### config.mk
export PLATFORM = sky130hd
export DESIGN_NAME = aud_ser_tx
export DESIGN_NICKNAME = d
export VERILOG_FILES = /design/src/rtl/aud_tx_pkg.sv /design/src/rtl/aud_tx_framer.sv /design/src/rtl/aud_tx_slot_buf.sv /design/src/rtl/aud_tx_shifter.sv /design/src/rtl/aud_ser_tx.sv
export SDC_FILE = /design/constraint.sdc
export NUM_CORES = 1
export LEC_CHECK = 0
export BUFFER_PORTS_ARGS = -buffer_cell sky130_fd_sc_hd__buf_2
export CAP_MARGIN = 20
export CORE_UTILIZATION = 33
export DETAILED_ROUTE_END_ITERATION = 10
export GPL_TIMING_DRIVEN = 0
export PLACE_DENSITY = 0.47
export SETUP_SLACK_MARGIN = 0.02
export SKIP_LAST_GASP = 1
export SLEW_MARGIN = 5
export SYNTH_ARGS = -nofsm -noshare
export SYNTH_HDL_FRONTEND = slang
export SYNTH_SLANG_ARGS = --single-unit
### constraint.sdc
create_clock -name clk -period 4.2 [get_ports clk]
set_input_delay 0.42 -clock clk [delete_from_list [all_inputs] [get_ports clk]]
set_output_delay 0.42 -clock clk [all_outputs]
set_load 0.02 [all_outputs]
### src/rtl/aud_tx_pkg.sv
package aud_tx_pkg;

  localparam int WORD_W = 32;

  typedef enum logic [1:0] {
    FMT_I2S    = 2'd0,
    FMT_LJ     = 2'd1,
    FMT_TDM    = 2'd2,
    FMT_TDM_LJ = 2'd3
  } aud_fmt_e;

  typedef enum logic [1:0] {
    SYNC_SLOT  = 2'd0,
    SYNC_HALF  = 2'd1,
    SYNC_BIT   = 2'd2,
    SYNC_BIT_B = 2'd3
  } sync_w_e;

  function automatic logic is_tdm(input logic [1:0] fmt);
    return fmt[1];
  endfunction

  // Codes 0 and 2 put a one-bit gap between frame start and data.
  function automatic logic has_delay(input logic [1:0] fmt);
    return !fmt[0];
  endfunction

  function automatic logic [5:0] sample_bits(input logic [2:0] code);
    case (code)
      3'd0:       return 6'd32;
      3'd1:       return 6'd24;
      3'd2:       return 6'd20;
      3'd3:       return 6'd18;
      3'd4, 3'd5: return 6'd16;
      default:    return 6'd8;
    endcase
  endfunction

  function automatic logic [5:0] slot_bits(input logic [1:0] fmt,
                                           input logic [2:0] code,
                                           input logic       narrow);
    if (fmt[1]) return 6'(WORD_W);
    case (code)
      3'd0:             return 6'd32;
      3'd1, 3'd2, 3'd3: return narrow ? 6'd24 : 6'd32;
      3'd4, 3'd5:       return 6'd16;
      default:          return 6'd8;
    endcase
  endfunction

endpackage

### src/rtl/aud_tx_framer.sv
module aud_tx_framer
  import aud_tx_pkg::*;
#(
  parameter int MAX_CH = 8,
  parameter int CH_W   = $clog2(MAX_CH),
  parameter int POS_W  = $clog2(MAX_CH * WORD_W + 1)
) (
  input  logic            clk,
  input  logic            rst_n,
  input  logic            tick,
  input  logic [1:0]      fmt,
  input  logic [2:0]      len_code,
  input  logic            narrow,
  input  logic [CH_W-1:0] chan_m1,
  input  logic [1:0]      sync_width,
  output logic            data_act,
  output logic            slot_start,
  output logic [CH_W-1:0] slot_idx,
  output logic            sync_bit
);

  logic [5:0]       slot_w;
  logic [CH_W:0]    nslots;
  logic [POS_W-1:0] flen;
  logic [CH_W-1:0]  last_slot;
  logic [POS_W-1:0] fpos_q;
  logic [5:0]       dbit_q;
  logic [CH_W-1:0]  dslot_q;
  logic             pre_q;

  assign slot_w    = slot_bits(fmt, len_code, narrow);
  assign nslots    = is_tdm(fmt) ? ({1'b0, chan_m1} + (CH_W+1)'(1)) : (CH_W+1)'(2);
  assign flen      = POS_W'(nslots) * POS_W'(slot_w);
  assign last_slot = is_tdm(fmt) ? chan_m1 : CH_W'(1);

  // The data side waits one tick after reset when the framing has a delay.
  assign data_act   = !(pre_q && has_delay(fmt));
  assign slot_start = data_act && (dbit_q == 6'd0);
  assign slot_idx   = dslot_q;

  always_comb begin
    if (is_tdm(fmt)) begin
      case (sync_w_e'(sync_width))
        SYNC_SLOT: sync_bit = fpos_q < POS_W'(WORD_W);
        SYNC_HALF: sync_bit = fpos_q < (flen >> 1);
        default:   sync_bit = fpos_q == '0;
      endcase
    end else begin
      sync_bit = fpos_q >= POS_W'(slot_w);
    end
  end

  always_ff @(posedge clk) begin
    if (!rst_n) begin
      fpos_q  <= '0;
      dbit_q  <= '0;
      dslot_q <= '0;
      pre_q   <= 1'b1;
    end else if (tick) begin
      pre_q  <= 1'b0;
      fpos_q <= (fpos_q >= flen - POS_W'(1)) ? '0 : fpos_q + POS_W'(1);
      if (data_act) begin
        if (dbit_q >= slot_w - 6'd1) begin
          dbit_q  <= '0;
          dslot_q <= (dslot_q >= last_slot) ? '0 : dslot_q + CH_W'(1);
        end else begin
          dbit_q <= dbit_q + 6'd1;
        end
      end
    end
  end

  // frame and bit positions move only on a tick
  a_r11_count_hold: assert property (@(posedge clk) disable iff (!rst_n)
    !tick |=> $stable(fpos_q) && $stable(dbit_q) && $stable(dslot_q));

endmodule

### src/rtl/aud_tx_slot_buf.sv
module aud_tx_slot_buf
  import aud_tx_pkg::*;
#(
  parameter int MAX_CH = 8,
  parameter int CH_W   = $clog2(MAX_CH)
) (
  input  logic              clk,
  input  logic              rst_n,
  input  logic              in_valid,
  output logic              in_ready,
  input  logic [WORD_W-1:0] in_data,
  input  logic [CH_W-1:0]   in_chan,
  input  logic              take,
  input  logic [CH_W-1:0]   take_idx,
  output logic              has_word,
  output logic [WORD_W-1:0] word,
  output logic [WORD_W-1:0] last_word
);

  logic [MAX_CH-1:0] full_q;
  logic [WORD_W-1:0] hold_q [MAX_CH];
  logic [WORD_W-1:0] prev_q [MAX_CH];
  logic              wr;

  assign in_ready  = !full_q[in_chan];
  assign wr        = in_valid && in_ready;
  assign has_word  = full_q[take_idx];
  assign word      = hold_q[take_idx];
  assign last_word = prev_q[take_idx];

  always_ff @(posedge clk) begin
    if (!rst_n) begin
      full_q <= '0;
      for (int c = 0; c < MAX_CH; c++) begin
        hold_q[c] <= '0;
        prev_q[c] <= '0;
      end
    end else begin
      for (int c = 0; c < MAX_CH; c++) begin
        if (take && take_idx == CH_W'(c)) begin
          full_q[c] <= 1'b0;
          prev_q[c] <= hold_q[c];
        end
        if (wr && in_chan == CH_W'(c)) begin
          full_q[c] <= 1'b1;
          hold_q[c] <= in_data;
        end
      end
    end
  end

  // a slot only drains a register that holds a word
  a_r7_take_full: assert property (@(posedge clk) disable iff (!rst_n)
    take |-> has_word);

  for (genvar c = 0; c < MAX_CH; c++) begin : g_chk
    // a waiting word survives until its own slot drains it
    a_r7_hold_kept: assert property (@(posedge clk) disable iff (!rst_n)
      full_q[c] && !(take && take_idx == CH_W'(c)) |=> full_q[c] && $stable(hold_q[c]));
  end

endmodule

### src/rtl/aud_tx_shifter.sv
module aud_tx_shifter
  import aud_tx_pkg::*;
#(
  parameter int MAX_CH = 8,
  parameter int CH_W   = $clog2(MAX_CH)
) (
  input  logic              clk,
  input  logic              rst_n,
  input  logic              tick,
  input  logic              data_act,
  input  logic              slot_start,
  input  logic [CH_W-1:0]   slot_idx,
  input  logic              sync_bit,
  input  logic [2:0]        len_code,
  input  logic              mono,
  input  logic              ur_repeat,
  input  logic              has_word,
  input  logic [WORD_W-1:0] word,
  input  logic [WORD_W-1:0] last_word,
  output logic              take,
  output logic [CH_W-1:0]   take_idx,
  output logic              ser_data,
  output logic              frame_sync,
  output logic [MAX_CH-1:0] underrun
);

  logic              mono_odd;
  logic              miss;
  logic [5:0]        dlen;
  logic [WORD_W-1:0] raw;
  logic [WORD_W-1:0] aligned;
  logic [WORD_W-1:0] chosen;
  logic [WORD_W-1:0] sh_q;
  logic [WORD_W-1:0] pair_q;
  logic              sdata_q;
  logic              fsync_q;
  logic [MAX_CH-1:0] ur_q;

  assign mono_odd = mono && slot_idx[0];
  assign take     = tick && slot_start && !mono_odd && has_word;
  assign miss     = tick && slot_start && !mono_odd && !has_word;
  assign take_idx = slot_idx;
  assign dlen     = sample_bits(len_code);
  assign raw      = has_word ? word : (ur_repeat ? last_word : '0);
  assign aligned  = raw << (6'(WORD_W) - dlen);
  assign chosen   = mono_odd ? pair_q : aligned;

  always_ff @(posedge clk) begin
    if (!rst_n) begin
      sh_q    <= '0;
      pair_q  <= '0;
      sdata_q <= 1'b0;
      fsync_q <= 1'b0;
      ur_q    <= '0;
    end else begin
      ur_q <= miss ? (MAX_CH'(1) << slot_idx) : '0;
      if (tick) begin
        fsync_q <= sync_bit;
        if (slot_start) begin
          sdata_q <= chosen[WORD_W-1];
          sh_q    <= chosen << 1;
          if (!mono_odd) pair_q <= aligned;
        end else if (data_act) begin
          sdata_q <= sh_q[WORD_W-1];
          sh_q    <= sh_q << 1;
        end else begin
          sdata_q <= 1'b0;
        end
      end
    end
  end

  assign ser_data   = sdata_q;
  assign frame_sync = fsync_q;
  assign underrun   = ur_q;

  // at most one channel flags underrun at a time
  a_r8_ur_onehot: assert property (@(posedge clk) disable iff (!rst_n)
    $onehot0(ur_q));

  // an underrun pulse always follows a tick
  a_r8_ur_after_tick: assert property (@(posedge clk) disable iff (!rst_n)
    (|ur_q) |-> $past(tick));

  // serial outputs hold between ticks
  a_r11_quiet: assert property (@(posedge clk) disable iff (!rst_n)
    !tick |=> $stable(sdata_q) && $stable(fsync_q));

endmodule

### src/rtl/aud_ser_tx.sv
module aud_ser_tx
  import aud_tx_pkg::*;
#(
  parameter int MAX_CH = 8,
  parameter int CH_W   = $clog2(MAX_CH)
) (
  input  logic              clk,
  input  logic              rst_n,
  input  logic              bclk_tick,
  input  logic              in_valid,
  output logic              in_ready,
  input  logic [WORD_W-1:0] in_data,
  input  logic [CH_W-1:0]   in_chan,
  input  logic [1:0]        cfg_format,
  input  logic [2:0]        cfg_len_code,
  input  logic              cfg_slot_narrow,
  input  logic [CH_W-1:0]   cfg_chan_m1,
  input  logic [1:0]        cfg_sync_width,
  input  logic              cfg_mono,
  input  logic              cfg_ur_repeat,
  output logic              ser_data,
  output logic              frame_sync,
  output logic [MAX_CH-1:0] underrun
);

  logic              data_act;
  logic              slot_start;
  logic [CH_W-1:0]   slot_idx;
  logic              sync_bit;
  logic              take;
  logic [CH_W-1:0]   take_idx;
  logic              has_word;
  logic [WORD_W-1:0] word;
  logic [WORD_W-1:0] last_word;

  aud_tx_framer #(.MAX_CH(MAX_CH), .CH_W(CH_W)) framer_i (
    .clk        (clk),
    .rst_n      (rst_n),
    .tick       (bclk_tick),
    .fmt        (cfg_format),
    .len_code   (cfg_len_code),
    .narrow     (cfg_slot_narrow),
    .chan_m1    (cfg_chan_m1),
    .sync_width (cfg_sync_width),
    .data_act   (data_act),
    .slot_start (slot_start),
    .slot_idx   (slot_idx),
    .sync_bit   (sync_bit)
  );

  aud_tx_slot_buf #(.MAX_CH(MAX_CH), .CH_W(CH_W)) buf_i (
    .clk       (clk),
    .rst_n     (rst_n),
    .in_valid  (in_valid),
    .in_ready  (in_ready),
    .in_data   (in_data),
    .in_chan   (in_chan),
    .take      (take),
    .take_idx  (take_idx),
    .has_word  (has_word),
    .word      (word),
    .last_word (last_word)
  );

  aud_tx_shifter #(.MAX_CH(MAX_CH), .CH_W(CH_W)) shift_i (
    .clk        (clk),
    .rst_n      (rst_n),
    .tick       (bclk_tick),
    .data_act   (data_act),
    .slot_start (slot_start),
    .slot_idx   (slot_idx),
    .sync_bit   (sync_bit),
    .len_code   (cfg_len_code),
    .mono       (cfg_mono),
    .ur_repeat  (cfg_ur_repeat),
    .has_word   (has_word),
    .word       (word),
    .last_word  (last_word),
    .take       (take),
    .take_idx   (take_idx),
    .ser_data   (ser_data),
    .frame_sync (frame_sync),
    .underrun   (underrun)
  );

endmodule

# --- Word-level counts from Yosys, hierarchy flattened ---
# Memories as Yosys holds them, arrays and structs flattened. A register that Yosys moved wholly into a read port is not among the register bits.
# Index checks and enable logic that the tools add are counted.
# W data, S select, Z words.
word_totals:
  regBits: 101
  elab_cells: 234
  memories: 2
  output_inout_bits: 11
  inputBits: 52
  ramBits: 512
classes:
  order_cmp: 8
  shifts: 2
  eq_ne: 21
  multipliers: 1
  add_sub_neg: 7
  mux: 109
  reduce_logical: 50
  bitwise_logic: 17
memory_table:
  columns: ["memory", "words", "width", "rd", "rd_clocked_by_memory_dff", "wr", "line", "source"]
  rows:
  - ["buf_i.hold_q", 8, 32, 9, 1, 8, "aud_tx_slot_buf.sv:21", "logic [WORD_W-1:0] hold_q [MAX_CH];"]
  - ["buf_i.prev_q", 8, 32, 1, 1, 8, "aud_tx_slot_buf.sv:22", "logic [WORD_W-1:0] prev_q [MAX_CH];"]
ops:
  columns: ["operator", "count"]
  rows:
  - ["$mux W32", 21]
  - ["$mux W1", 71]
  - ["$shl A32 B6 Y32", 1]
  - ["$eq A3 B3 Y1 const B", 10]
  - ["$pmux W6 S5", 1]
  - ["$logic_and A1 B1 Y1", 24]
  - ["$mux W6", 4]
  - ["$eq A3 B2 Y1 const B", 6]
  - ["$mux W3", 6]
  - ["$pmux W6 S3", 1]
  - ["$or A1 B1 Y1", 16]
  - ["$reduce_bool A2 Y1", 8]
  - ["$add A9 B1 Y9 const B", 1]
  - ["$eq A3 B1 Y1 const B", 3]
  - ["$ge A9 B6 Y1", 1]
  - ["$ge A9 B9 Y1", 1]
  - ["$logic_not A3 Y1", 3]
  - ["$logic_not A9 Y1", 1]
  - ["$lt A9 B6 Y1 const B", 1]
  - ["$lt A9 B8 Y1", 1]
  - ["$mul A4 B6 Y9", 1]
  - ["$mux W9", 1]
  - ["$sub A9 B1 Y9 const B", 1]
  - ["$lt A3 B4 Y1 const B", 2]
  - ["21 further kinds", 29]

# --- Depth between registers and ports, before layout ---
# Gate-level depths: netlist of run 1.
depth:
  word_depth: 12
  mapped_depth: 16
  ltp_nobuf: 15

# --- By module ---
# Synthesis of run 1 repeated with hierarchy kept, for this count alone.
unflattened:
  hier_cells: 2390
  hier_area_um2: 29971.2
by_module_without_submodules:
  columns: ["mod", "seq_area_each_um2", "cells_per_inst", "n_inst", "area_each_um2"]
  rows:
  - ["aud_tx_slot_buf", 15534.9, 1565, 1, 23423.7]
  - ["aud_tx_shifter", 1461.4, 611, 1, 4738.3]
  - ["aud_tx_framer", 380.4, 214, 1, 1809.2]

# --- Least setup slack after synthesis of run 1 ---
# No wires, ideal clock.
synth_path:
  path_kind: "in2reg"
  start: "input in_chan[0]"
  end: "memory buf_i.hold_q[0][0] (enable)"
  arrival_ns: 4.180
  n_path_buf: 1
  setup_time_ns: 0.470
  required_ns: 3.730
  stages: 4
  setup_slack_ns: -0.450
  path_cell_list: "clkbuf_1 mux4_2 or3b_2 o31ai_1"
synth_rtl:
  columns: ["item", "line", "source"]
  rows:
  - ["start, declared", "aud_ser_tx.sv:13", "input logic [CH_W-1:0] in_chan,"]
  - ["end, declared", "aud_tx_slot_buf.sv:21", null]

==> metrics.md, run 1 <==
| Metric | Value |
|---|---|
| Filler instances | 8249 |
| Peak VDD IR | 0.270 mV |
| Hold Crit Depth | 2 |
| Core box area | 87400 um2 |
| HPWL Detailed | between 70 and 80 mm |
| TritonCTS clock tree | built |
| Slowest-stage cell, CP | a222oi_1 |
| DRC errors left | 0 |
| Most used cell, CP | buf_4 |
| PwrDens | around 430 nW/um2 |
| Most common cell after layout, fill and taps aside | edfxtp_1 |
| Gr usage total | 23.9% |
| Starting Density | 33.5% |
| Critical path buffers and inverters | 4 |
| Drt total wl | 108 mm |
| Family of cells with the greatest summed delay on the critical path | buffers and inverters |
| Layout Nets | 2411 |
| R2r worst-path depth | 11 |
| Worst path depth | 11 |
| DR pass1 iterations | 5 |
| Setup crit end kind | flip-flop |
| Number of synthesized flops with an enable pin | 512 |
| Vias after detailed routing | 19400 |
| Wire per inst | slightly above 30 um |
| Worst-Skew Late Latency | 0.64 ns |
| Initial antenna violation count | 15 |
| CP startpoint kind | flip-flop |
| Worst rel slew slack | 20.3% |
| Synthesis Warnings | 0 |
| P_leak | 0.0121 uW |
| Critical path class | flip-flop to flip-flop |
| Post-Layout Cell Count | 3537 |
| Synth unique cells | 72 |
| Sequential-to-total area share from yosys stat | 59.5% |
| Final hold violation count | 0 |
| Total negative setup slack | 0 ns |
| Max Cap Viol | 0 |
| Grt ovf | 0 |
| Die ar. | 90000 um2 |
| Final setup fails | 0 |
| Util after Layout | between 30% and 40% |
| Final hold slack | roughly 0.13 ns |
| Worst slew pin tran | 1.20 ns |
| Io pins | 63 |
| Gpl congestion | 0.923 |
| Seq cells post-synth | 615 |
| Fmax | ~0.25 GHz |
| Synth Flop Type | edfxtp_1 |
| Crit-path cells | buf_4 -> buf_4 -> buf_4 -> buf_6 -> mux2i_1 -> mux2i_2 -> mux2_2 -> a22oi_1 -> o21ai_1 -> a222oi_1 -> o21ai_0 |
| Row cnt | 108 |
| Starting DRT DRC Count | 1863 |
| Die Y | ~300 um |
| Tcrit/Tclk final | between 90% and 100% |
| Hold-fix buffers, CTS | 0 |
| Placed cell count | 3394 |
| Final min period | 4.05 ns |
| Critical Path RT | ~4.7 ns |
| RSZ-0062 raised after global routing | no |
| Clk_skew | approximately 0.027 ns |
| Worst setup margin | 0.149 ns |
| CTS Root Cell | clkbuf_16 |
| Pins Over Slew Limit | 0 |
| Synth Cell Area | around 29000 um2 |
| Number of H-tree levels | 3 |
| Clock Pin Slew Worst Setup and Hold Paths | around 0.060 ns |
| DRT antenna net count | 0 |
| # port buffers | 60 |
| Critical Path Max Stage Delay | 0.53 ns |
| CP Max Fanout | 10 |
| Clock Path Buffers | 3 |
| Highest-count cells in the layout ignoring fill and taps | 512 x edfxtp_1, 504 x and2_1, 134 x mux4_2 |
| Clock buffer count from CTS | 73 |
| CTS sink cnt | around 620 |
| Ys async rst share | 0% |
| Pin count of the biggest net entering global routing | 33 |
| Status | completed |
| Syn_area_per_cell | 13.6 um2 |
| First-pass GRT wire length | about 150 mm |
| Area delta synth->final | 16.7% |
| Vias per cell | between 5 and 6 |
| Synth Instances | between 2000 and 2500 |
| Vias in the first global route | 19600 |
| Share of cells above drive strength 1 | roughly 18% |
| Pre-CTS WS | -1.04 ns |
| Die Width | 300 um |
| CP Data Arrival Time | around 4.5 ns |
| Hold WC Path Type | input pin to flip-flop |
-- what timing repair did --
item | CTS | global route
endpoints found under the hold margin | 0 | 0
setup endpoints to repair | 42 | 36
pin swaps | 0 | 1
setup buffers | 0 | 1
gates resized for setup | 15 | 17
-- area by class of cell --
class                   count  area (um2)  area share [%]
clock inverters            42         405            1.18
repair buffers             86         838            2.45
flip-flops and latches    615       17400            51.0
multi-input cells        1371       11400            33.2
inverters                  31         116           0.340
plain buffers             137         653            1.91
well taps                1155        1450            4.22
diodes                     10        25.0          0.0731
clock buffers              90        1930            5.65
-- registers in the layout (all words and copies together) (netlist names), 3 cells and up, named ones only --
register,cells
shift_i.underrun,8
buf_i.full_q,8
buf_i.hold_q,256
framer_i.dbit_q,6
framer_i.fpos_q,9
framer_i.slot_idx,3
buf_i.prev_q,256
shift_i.sh_q,31
shift_i.pair_q,32
-- metrics by stage --
stage | cell area (um2) | total power [uW]
3_5_place_dp | 31700 | 8440
6_report | 34200 | 14700
4_1_cts | 34100 | 14700
3_3_place_gp | 31100 | 8380
5_1_grt | 34200 | 15100
2_1_floorplan | 29300 | 7830
-- power breakdown --
part           leakage [uW]  switching [uW]  internal (uW)
logic               0.00498             840            428
clock network       0.00114            2660           3660
registers           0.00599             135           6940
-- worst register-to-register path: stages, from the launching register on --
cell and delay, ns:
dfxtp_1 0.45, buf_4 0.37, buf_4 0.35, buf_4 0.40, buf_6 0.33, mux2i_1 0.36, mux2i_2 0.24, mux2_2 0.37
a22oi_1 0.17, o21ai_1 0.18, a222oi_1 0.53, o21ai_0 0.17
-- Yosys cell counts, types with 3 or more instances --
cell,count,area [um2]
clkbuf_1,96,360
a31o_2,7,61.3
a21o_1,10,75.1
buf_4,10,75.1
a21oi_1,27,135
dfxtp_1,103,2060
o22a_1,3,26.3
a32o_1,8,80.1
nand3_1,29,145
mux2i_1,82,821
o31ai_1,6,45.0
mux2_2,16,180
nor2b_1,19,119
o21ai_1,11,55.1
and3_1,8,50.1
a211oi_1,7,52.6
xor2_1,13,114
buf_6,7,78.8
buf_2,14,70.1
edfxtp_1,512,15400
or3_1,4,25.0
a221oi_1,14,123
inv_1,29,109
nor3_1,41,205
o211ai_1,7,52.6
and2_1,504,3150
nand2b_1,8,50.1
o221ai_1,5,43.8
a21boi_0,5,37.5
nor2_1,69,259
a22oi_1,41,308
a32oi_1,9,78.8
mux4_2,134,3020
o21ai_0,70,350
xnor2_1,10,87.6
o21a_1,11,82.6
nand4_1,5,31.3
o22ai_1,9,56.3
buf_1,12,45.0
ha_1,42,526
nand2_1,95,357
-- cells by family (layout without fill, tap and decap cells) --
kind of cell	Yosys count	in the layout	synth area share, %
and+or+nand+nor	794	794	15.3
DFF	615	615	59.5
AOI/OAI and AO/OA	270	270	6.29
muxes	233	233	13.7
buffers and inverters	170	386	2.54
adders and majority gates	44	44	1.93
xor gates and xnor gates	23	23	0.687
other	2	17	0.0256
-- worst paths after layout --
check                               startpoint                                end  slack [ns]
setup / recovery                     flip-flop    shift_i.pair_q[26]$_SDFFE_PN0P_        0.15
hold / removal                     in_data[10]  buf_i.hold_q[3][10]$_SDFFCE_PN0P_        0.13
setup reg to reg                     flip-flop    shift_i.pair_q[26]$_SDFFE_PN0P_        0.15
hold reg to reg   shift_i.sh_q[3]$_SDFFE_PN0P_       shift_i.sh_q[3]$_SDFFE_PN0P_        0.46
-- metal layers --
| metal | share of wire [%] | track usage (%) |
|---|---|---|
| met2 | 48 | 39.4 |
| met3 | 7.5 | 4.09 |
| met5 | 0.045 | 0 |
| met4 | 2.9 | 7.23 |
| met1 | 42 | 32.1 |
Power figures use the tool's default switching activity.
==> run 2, diff against run 1 <==
==> constraint.sdc (replaced) <==
create_clock -name clk -period 3.5 [get_ports clk]
set_input_delay 0.35 -clock clk [delete_from_list [all_inputs] [get_ports clk]]
set_output_delay 0.35 -clock clk [all_outputs]
set_load 0.02 [all_outputs]
==> run 2 against run 1 <==
  * Count of clock-buffer cells in the layout rose by 5
  * Die area stayed put
  * Clock skew increased by 0.019 ns
  * Cell area is 1.9% higher
  * Wire length down 0.76%
  * Largest cell class unchanged
  * Largest power group unchanged
  * Highest routed layer unchanged
==> metrics.md, run 2 (synthesized netlist as in run 1, its figures left out) <==
| Metric | Value |
|---|---|
| DR pass1 iterations | 5 |
| Vias per cell | roughly 5.5 |
| Total power | about 18000 uW |
| First-pass GRT wire length | 149 mm |
| Critical Path RT | around 4 ns |
| Area delta synth->final | 18.9% |
| Clock Path Buffers | 3 |
| Pre-CTS WS | -1.41 ns |
| TritonCTS clock tree | built |
| Clock share of power | 43.4% |
| Clock Pin Slew Worst Setup and Hold Paths | 0.06 ns |
| Flop pwr share | between 40% and 50% |
| Hold WC Path Type | input pin to flip-flop |
| Grt ovf | 0 |
| P_leak | between 0.01 and 0.015 uW |
| CTS sink cnt | around 620 |
| Clk_skew | between 0.04 and 0.05 ns |
| Sw frac | 24.5% |
| Vias after detailed routing | 19400 |
| CP Max Fanout | 10 |
| Row cnt | 108 |
| Worst rel slew slack | between 20% and 30% |
| Combinational share of power | 8.9% |
| Starting DRT DRC Count | 2039 |
| Filler instances | about 8100 |
| CP Data Arrival Time | 3.90 ns |
| Die ar. | 90000 um2 |
| Number of H-tree levels | 3 |
| Final min period | 3.44 ns |
| Vias in the first global route | 19600 |
| Worst slew pin tran | 1.18 ns |
| Int Pwr | 13400 uW |
| Pin count of the biggest net entering global routing | 33 |
| Final setup fails | 0 |
| Max Cap Viol | 0 |
| Pins Over Slew Limit | 0 |
| Drt total wl | 107 mm |
| Die Width | 300 um |
| NetSw | 4360 uW |
| HPWL Detailed | 70.6 mm |
| Initial antenna violation count | 17 |
| Fmax | 0.291 GHz |
| DRT antenna net count | 0 |
| Finished layout cell area | between 30000 and 40000 um2 |
| Top Registers | buf_i.hold_q x256, buf_i.prev_q x256, shift_i.pair_q x32 |
| Starting Density | about a third |
| Final hold violation count | 0 |
| Setup crit end kind | flip-flop |
| Die Y | between 300 and 400 um |
| # port buffers | 60 |
| RSZ-0062 raised after global routing | yes |
| PwrDens | 510 nW/um2 |
| Tcrit/Tclk final | a little over nine tenths |
| Core box area | 87400 um2 |
| Util after Layout | 39.9% |
| Gpl congestion | 0.926 |
| Gr usage total | 23.7% |
| Most common cell after layout, fill and taps aside | edfxtp_1 |
| Share of cells above drive strength 1 | 21.4% |
| Worst-Skew Late Latency | 0.65 ns |
| DRC errors left | 0 |
| Layout Nets | 2415 |
| Clock buffer count from CTS | 74 |
| Dpl cell area | approximately 32000 um2 |
| Io pins | 63 |
| Worst setup margin | 0.0636 ns |
| Status | completed |
| Total negative setup slack | 0 ns |
| Wire per inst | between 30 and 40 um |
| Highest-count cells in the layout ignoring fill and taps | 512 x edfxtp_1, 504 x and2_1, 134 x mux4_2 |
| CP startpoint kind | flip-flop |
| Peak VDD IR | 0.415 mV |
| Critical path class | flip-flop to flip-flop |
| CTS Root Cell | clkbuf_16 |
-- run 2: worst paths after layout --
kind              cells past startpoint  slack [ns]                           endpoint                         from
setup / recovery                     10        0.06    shift_i.pair_q[31]$_SDFFE_PN0P_                    flip-flop
hold / removal                        2        0.05  buf_i.hold_q[0][23]$_SDFFCE_PN0P_                  in_data[23]
setup reg to reg                     10        0.06    shift_i.pair_q[31]$_SDFFE_PN0P_                    flip-flop
hold reg to reg                       2        0.46        framer_i.pre_q$_SDFFE_PN1P_  framer_i.pre_q$_SDFFE_PN1P_
-- run 2: critical path, cell delays in order (launching register included) --
cell and delay (ns):
dfxtp_1 0.45, clkdlybuf4s18_2 0.55, clkbuf_4 0.40, mux4_2 0.35, mux2i_2 0.21, mux2i_2 0.17
mux2i_1 0.22, o21ai_0 0.16, a221o_1 0.38, a221oi_4 0.27, a21oi_1 0.11
-- run 2: area by class of cell --
class                   count  area (um2)  area share [%]
clock buffers              95        1980            5.68
flip-flops and latches    615       17400            50.0
plain buffers             136         903            2.59
clock inverters            36         418            1.20
inverters                  31         116           0.334
multi-input cells        1371       11700            33.6
diodes                      4        10.0          0.0287
well taps                1155        1450            4.14
repair buffers             90         841            2.41
-- run 2: power by group through the flow --
stage	clock network [uW]	registers (uW)	logic (uW)
2_1_floorplan	0	8570	822
3_3_place_gp	0	8660	1380
3_5_place_dp	0	8640	1480
4_1_cts	7780	8490	1530
5_1_grt	8050	8520	1680
6_report	7710	8490	1570
-- run 2: layer usage --
metal | wire, um | track usage (%) | up-vias | share of wire (%)
li1 | - | - | 8342 | -
met1 | 44300 | 31.5 | 10000 | 42
met2 | 51200 | 39.5 | 795 | 48
met3 | 7920 | 4.52 | 195 | 7.4
met4 | 3110 | 6.74 | 14 | 2.9
met5 | 104 | 0 | - | 0.097
-- run 2: stage by stage --
step           hold WS, ns  std cells
3_5_place_dp         0.451       3393
5_1_grt             0.0579       3529
2_1_floorplan        0.428       2156
3_3_place_gp         0.443       3371
4_1_cts             0.0279       3526
6_report            0.0545       3533
-- run 2: timing repair --
action,in CTS,in global routing
gates resized for setup,121,98
setup endpoints to repair,517,386
pin swaps,4,2
buffers inserted,5,1
hold buffers,0,0
==> run 3, diff against run 2 <==
--- a/config.mk
+++ b/config.mk
@@ -17,3 +17,4 @@
 export SYNTH_ARGS = -nofsm -noshare
 export SYNTH_HDL_FRONTEND = slang
 export SYNTH_SLANG_ARGS = --single-unit
+export TNS_END_PERCENT = 1
==> constraint.sdc (replaced) <==
create_clock -name clk -period 3 [get_ports clk]
set_input_delay 0.3 -clock clk [delete_from_list [all_inputs] [get_ports clk]]
set_output_delay 0.3 -clock clk [all_outputs]
set_load 0.02 [all_outputs]
==> run 3 against run 2 <==
  * The flow now finishes with violations (setup timing)
  * Wire length decreased by 0.12%
  * Die area did not move
  * Count of clock-buffer cells in the layout grew 6
  * Clock skew shrank 0.018 ns
  * Cell area increased by 1.8%
  * Largest cell class unchanged
  * Largest power group unchanged
==> metrics.md, run 3 (synthesized netlist as in run 1, its figures left out) <==
| Metric | Value |
|---|---|
| CP Max Fanout | 10 |
| Final min period | 3.28 ns |
| Clock buffer count from CTS | 72 |
| # port buffers | 60 |
| Top Registers | buf_i.hold_q x256, buf_i.prev_q x256, shift_i.pair_q x32 |
| CTS Root Cell | clkbuf_16 |
| P_leak | between 0.01 and 0.015 uW |
| DRT antenna net count | 0 |
| Share of cells above drive strength 1 | 22.8% |
| CP startpoint kind | flip-flop |
| DRC errors left | 0 |
| Clock share of power | 42.4% |
| Tcrit/Tclk final | 109% |
| DR pass1 iterations | 5 |
| Wire per inst | about 30 um |
| Grt ovf | 0 |
| Area delta synth->final | 21.1% |
| Die ar. | 90000 um2 |
| Row cnt | ~110 |
| HPWL Detailed | 70.2 mm |
| CP Data Arrival Time | 3.78 ns |
| NetSw | between 5000 and 6000 uW |
| Initial antenna violation count | 15 |
| Hold_sp | in_data[23] |
| Combinational share of power | under 10% |
| Worst rel slew slack | a little under a third |
| Starting DRT DRC Count | 1962 |
| Peak VDD IR | ~0.4 mV |
| Pin count of the biggest net entering global routing | 33 |
| Clock Pin Slew Worst Setup and Hold Paths | 0.06 ns |
| Clock Path Buffers | 3 |
| Hold WC Path Type | input pin to flip-flop |
| Failing checks | setup timing |
| Worst setup margin | -0.276 ns |
| Final hold violation count | 0 |
| Highest-count cells in the layout ignoring fill and taps | 512 x edfxtp_1, 503 x and2_1, 134 x mux4_2 |
| Gpl congestion | 0.921 |
| Io pins | 63 |
| Vias per cell | 5.48 |
| Gr usage total | 23.6% |
| Critical Path RT | 3.51 ns |
| Die Y | roughly 300 um |
| Pins Over Slew Limit | 0 |
| Final setup fails | between 200 and 250 |
| Filler instances | 8096 |
| Sw frac | 25.3% |
| Core box area | between 80000 and 90000 um2 |
| Number of H-tree levels | 3 |
| Drt total wl | 107 mm |
| CTS sink cnt | 615 |
| Die Width | 300 um |
| Vias in the first global route | 20200 |
| Status | complete, but fails checks |
| Worst slew pin tran | about 1.0 ns |
| Most common cell after layout, fill and taps aside | edfxtp_1 |
| Starting Density | 33.5% |
| Setup crit end kind | flip-flop |
| RSZ-0062 raised after global routing | yes |
| Int Pwr | 15300 uW |
| Total power | 20500 uW |
| R2r startpoint | buf_i.full_q[7]$_SDFFE_PN0P_ |
| Fmax | a little over 0.3 GHz |
| Flop pwr share | 48.2% |
| Layout Nets | 2447 |
| TritonCTS clock tree | built |
| PwrDens | 578 nW/um2 |
| Worst setup path start | buf_i.full_q[7]$_SDFFE_PN0P_ |
| Clk_skew | about 0.028 ns |
| Vias after detailed routing | 19500 |
| Critical path class | flip-flop to flip-flop |
| Max Cap Viol | 0 |
| Dpl cell area | about 32000 um2 |
| First-pass GRT wire length | 150 mm |
| Final hold slack | 0.0230 ns |
| Finished layout cell area | 35500 um2 |
| Worst-Skew Late Latency | between 0.6 and 0.7 ns |
[run 3: cell types whose count changed in the layout (fill, tap and decap cells not counted), moves of 4 or more]
cell	delta
clkbuf_1	-4
mux2i_1	-4
buf_4	+11
mux2i_4	+7
clkbuf_4	+4
bufinv_16	-4
buf_8	-6
buf_16	+6
buf_6	-6
buf_12	+10
dlygate4sd3_1	+20
clkbuf_2	+8
[run 3: what timing repair did]
action / CTS / global route
hold endpoints to repair: 87 / 0
buffers inserted: 11 / 6
hold buffers: 20 / 0
gates resized for setup: 220 / 88
pin swaps: 11 / 11
gates cloned: 1 / 2
setup endpoints to repair: 719 / 711
[run 3: critical path: stages, from the launching register on]
cell	delay, ns
dfxtp_1	0.33
mux4_2	0.48
nand3b_1	0.45
inv_1	0.16
nand2_1	0.12
nor3_1	0.79
clkbuf_2	0.57
and2_1	0.21
[run 3: stage by stage]
step	setup TNS, ns	worst slack, ns	cells	utilization [%]
after floorplan	-38.58	-0.366	2156	-
after global placement	-1345.46	-2.84	3371	35.6
after detailed placement	-543.51	-1.82	3392	36.3
after CTS	-87.98	-0.248	3552	40.2
after global routing	-50.97	-0.304	3562	40.6
final	-22.80	-0.276	3563	40.6
[run 3: final timing paths]
path	end	slack [ns]	cells past startpoint
hold / removal	buf_i.hold_q[1][23]$_SDFFCE_PN0P_	0.02	2
setup reg to reg	buf_i.hold_q[4][23]$_SDFFCE_PN0P_	-0.28	7
setup / recovery	buf_i.hold_q[4][23]$_SDFFCE_PN0P_	-0.28	7
hold reg to reg	framer_i.pre_q$_SDFFE_PN1P_	0.45	2
[run 3: final cells by class]
cell class / count / area [um2] / area share [%]
well taps: 1155 / 1450 / 4.07
multi-input cells: 1371 / 11900 / 33.5
plain buffers: 137 / 1090 / 3.07
inverters: 31 / 118 / 0.331
clock buffers: 101 / 1970 / 5.56
repair buffers: 123 / 1210 / 3.42
flip-flops and latches: 615 / 17400 / 49.1
clock inverters: 29 / 318 / 0.895
diodes: 1 / 2.50 / 0.00705
[run 3: metal layers]
layer | global-route usage [%] | vias to the layer above | routed length (um)
met5 | 0 | - | 68
met4 | 7.41 | 10 | 3460
met3 | 4.93 | 224 | 8640
met2 | 38.8 | 873 | 50200
met1 | 31.2 | 10000 | 44200
li1 | - | 8421 | -
[run 3: power groups by stage]
| stage | clock (uW) | sequential (uW) | combinational [uW] |
|---|---|---|---|
| 6_report | 8700 | 9900 | 1930 |
| 5_1_grt | 9110 | 9940 | 2050 |
| 4_1_cts | 8800 | 9900 | 1860 |
| 3_5_place_dp | 0 | 10100 | 1720 |
| 3_3_place_gp | 0 | 10100 | 1610 |
| 2_1_floorplan | 0 | 10000 | 963 |
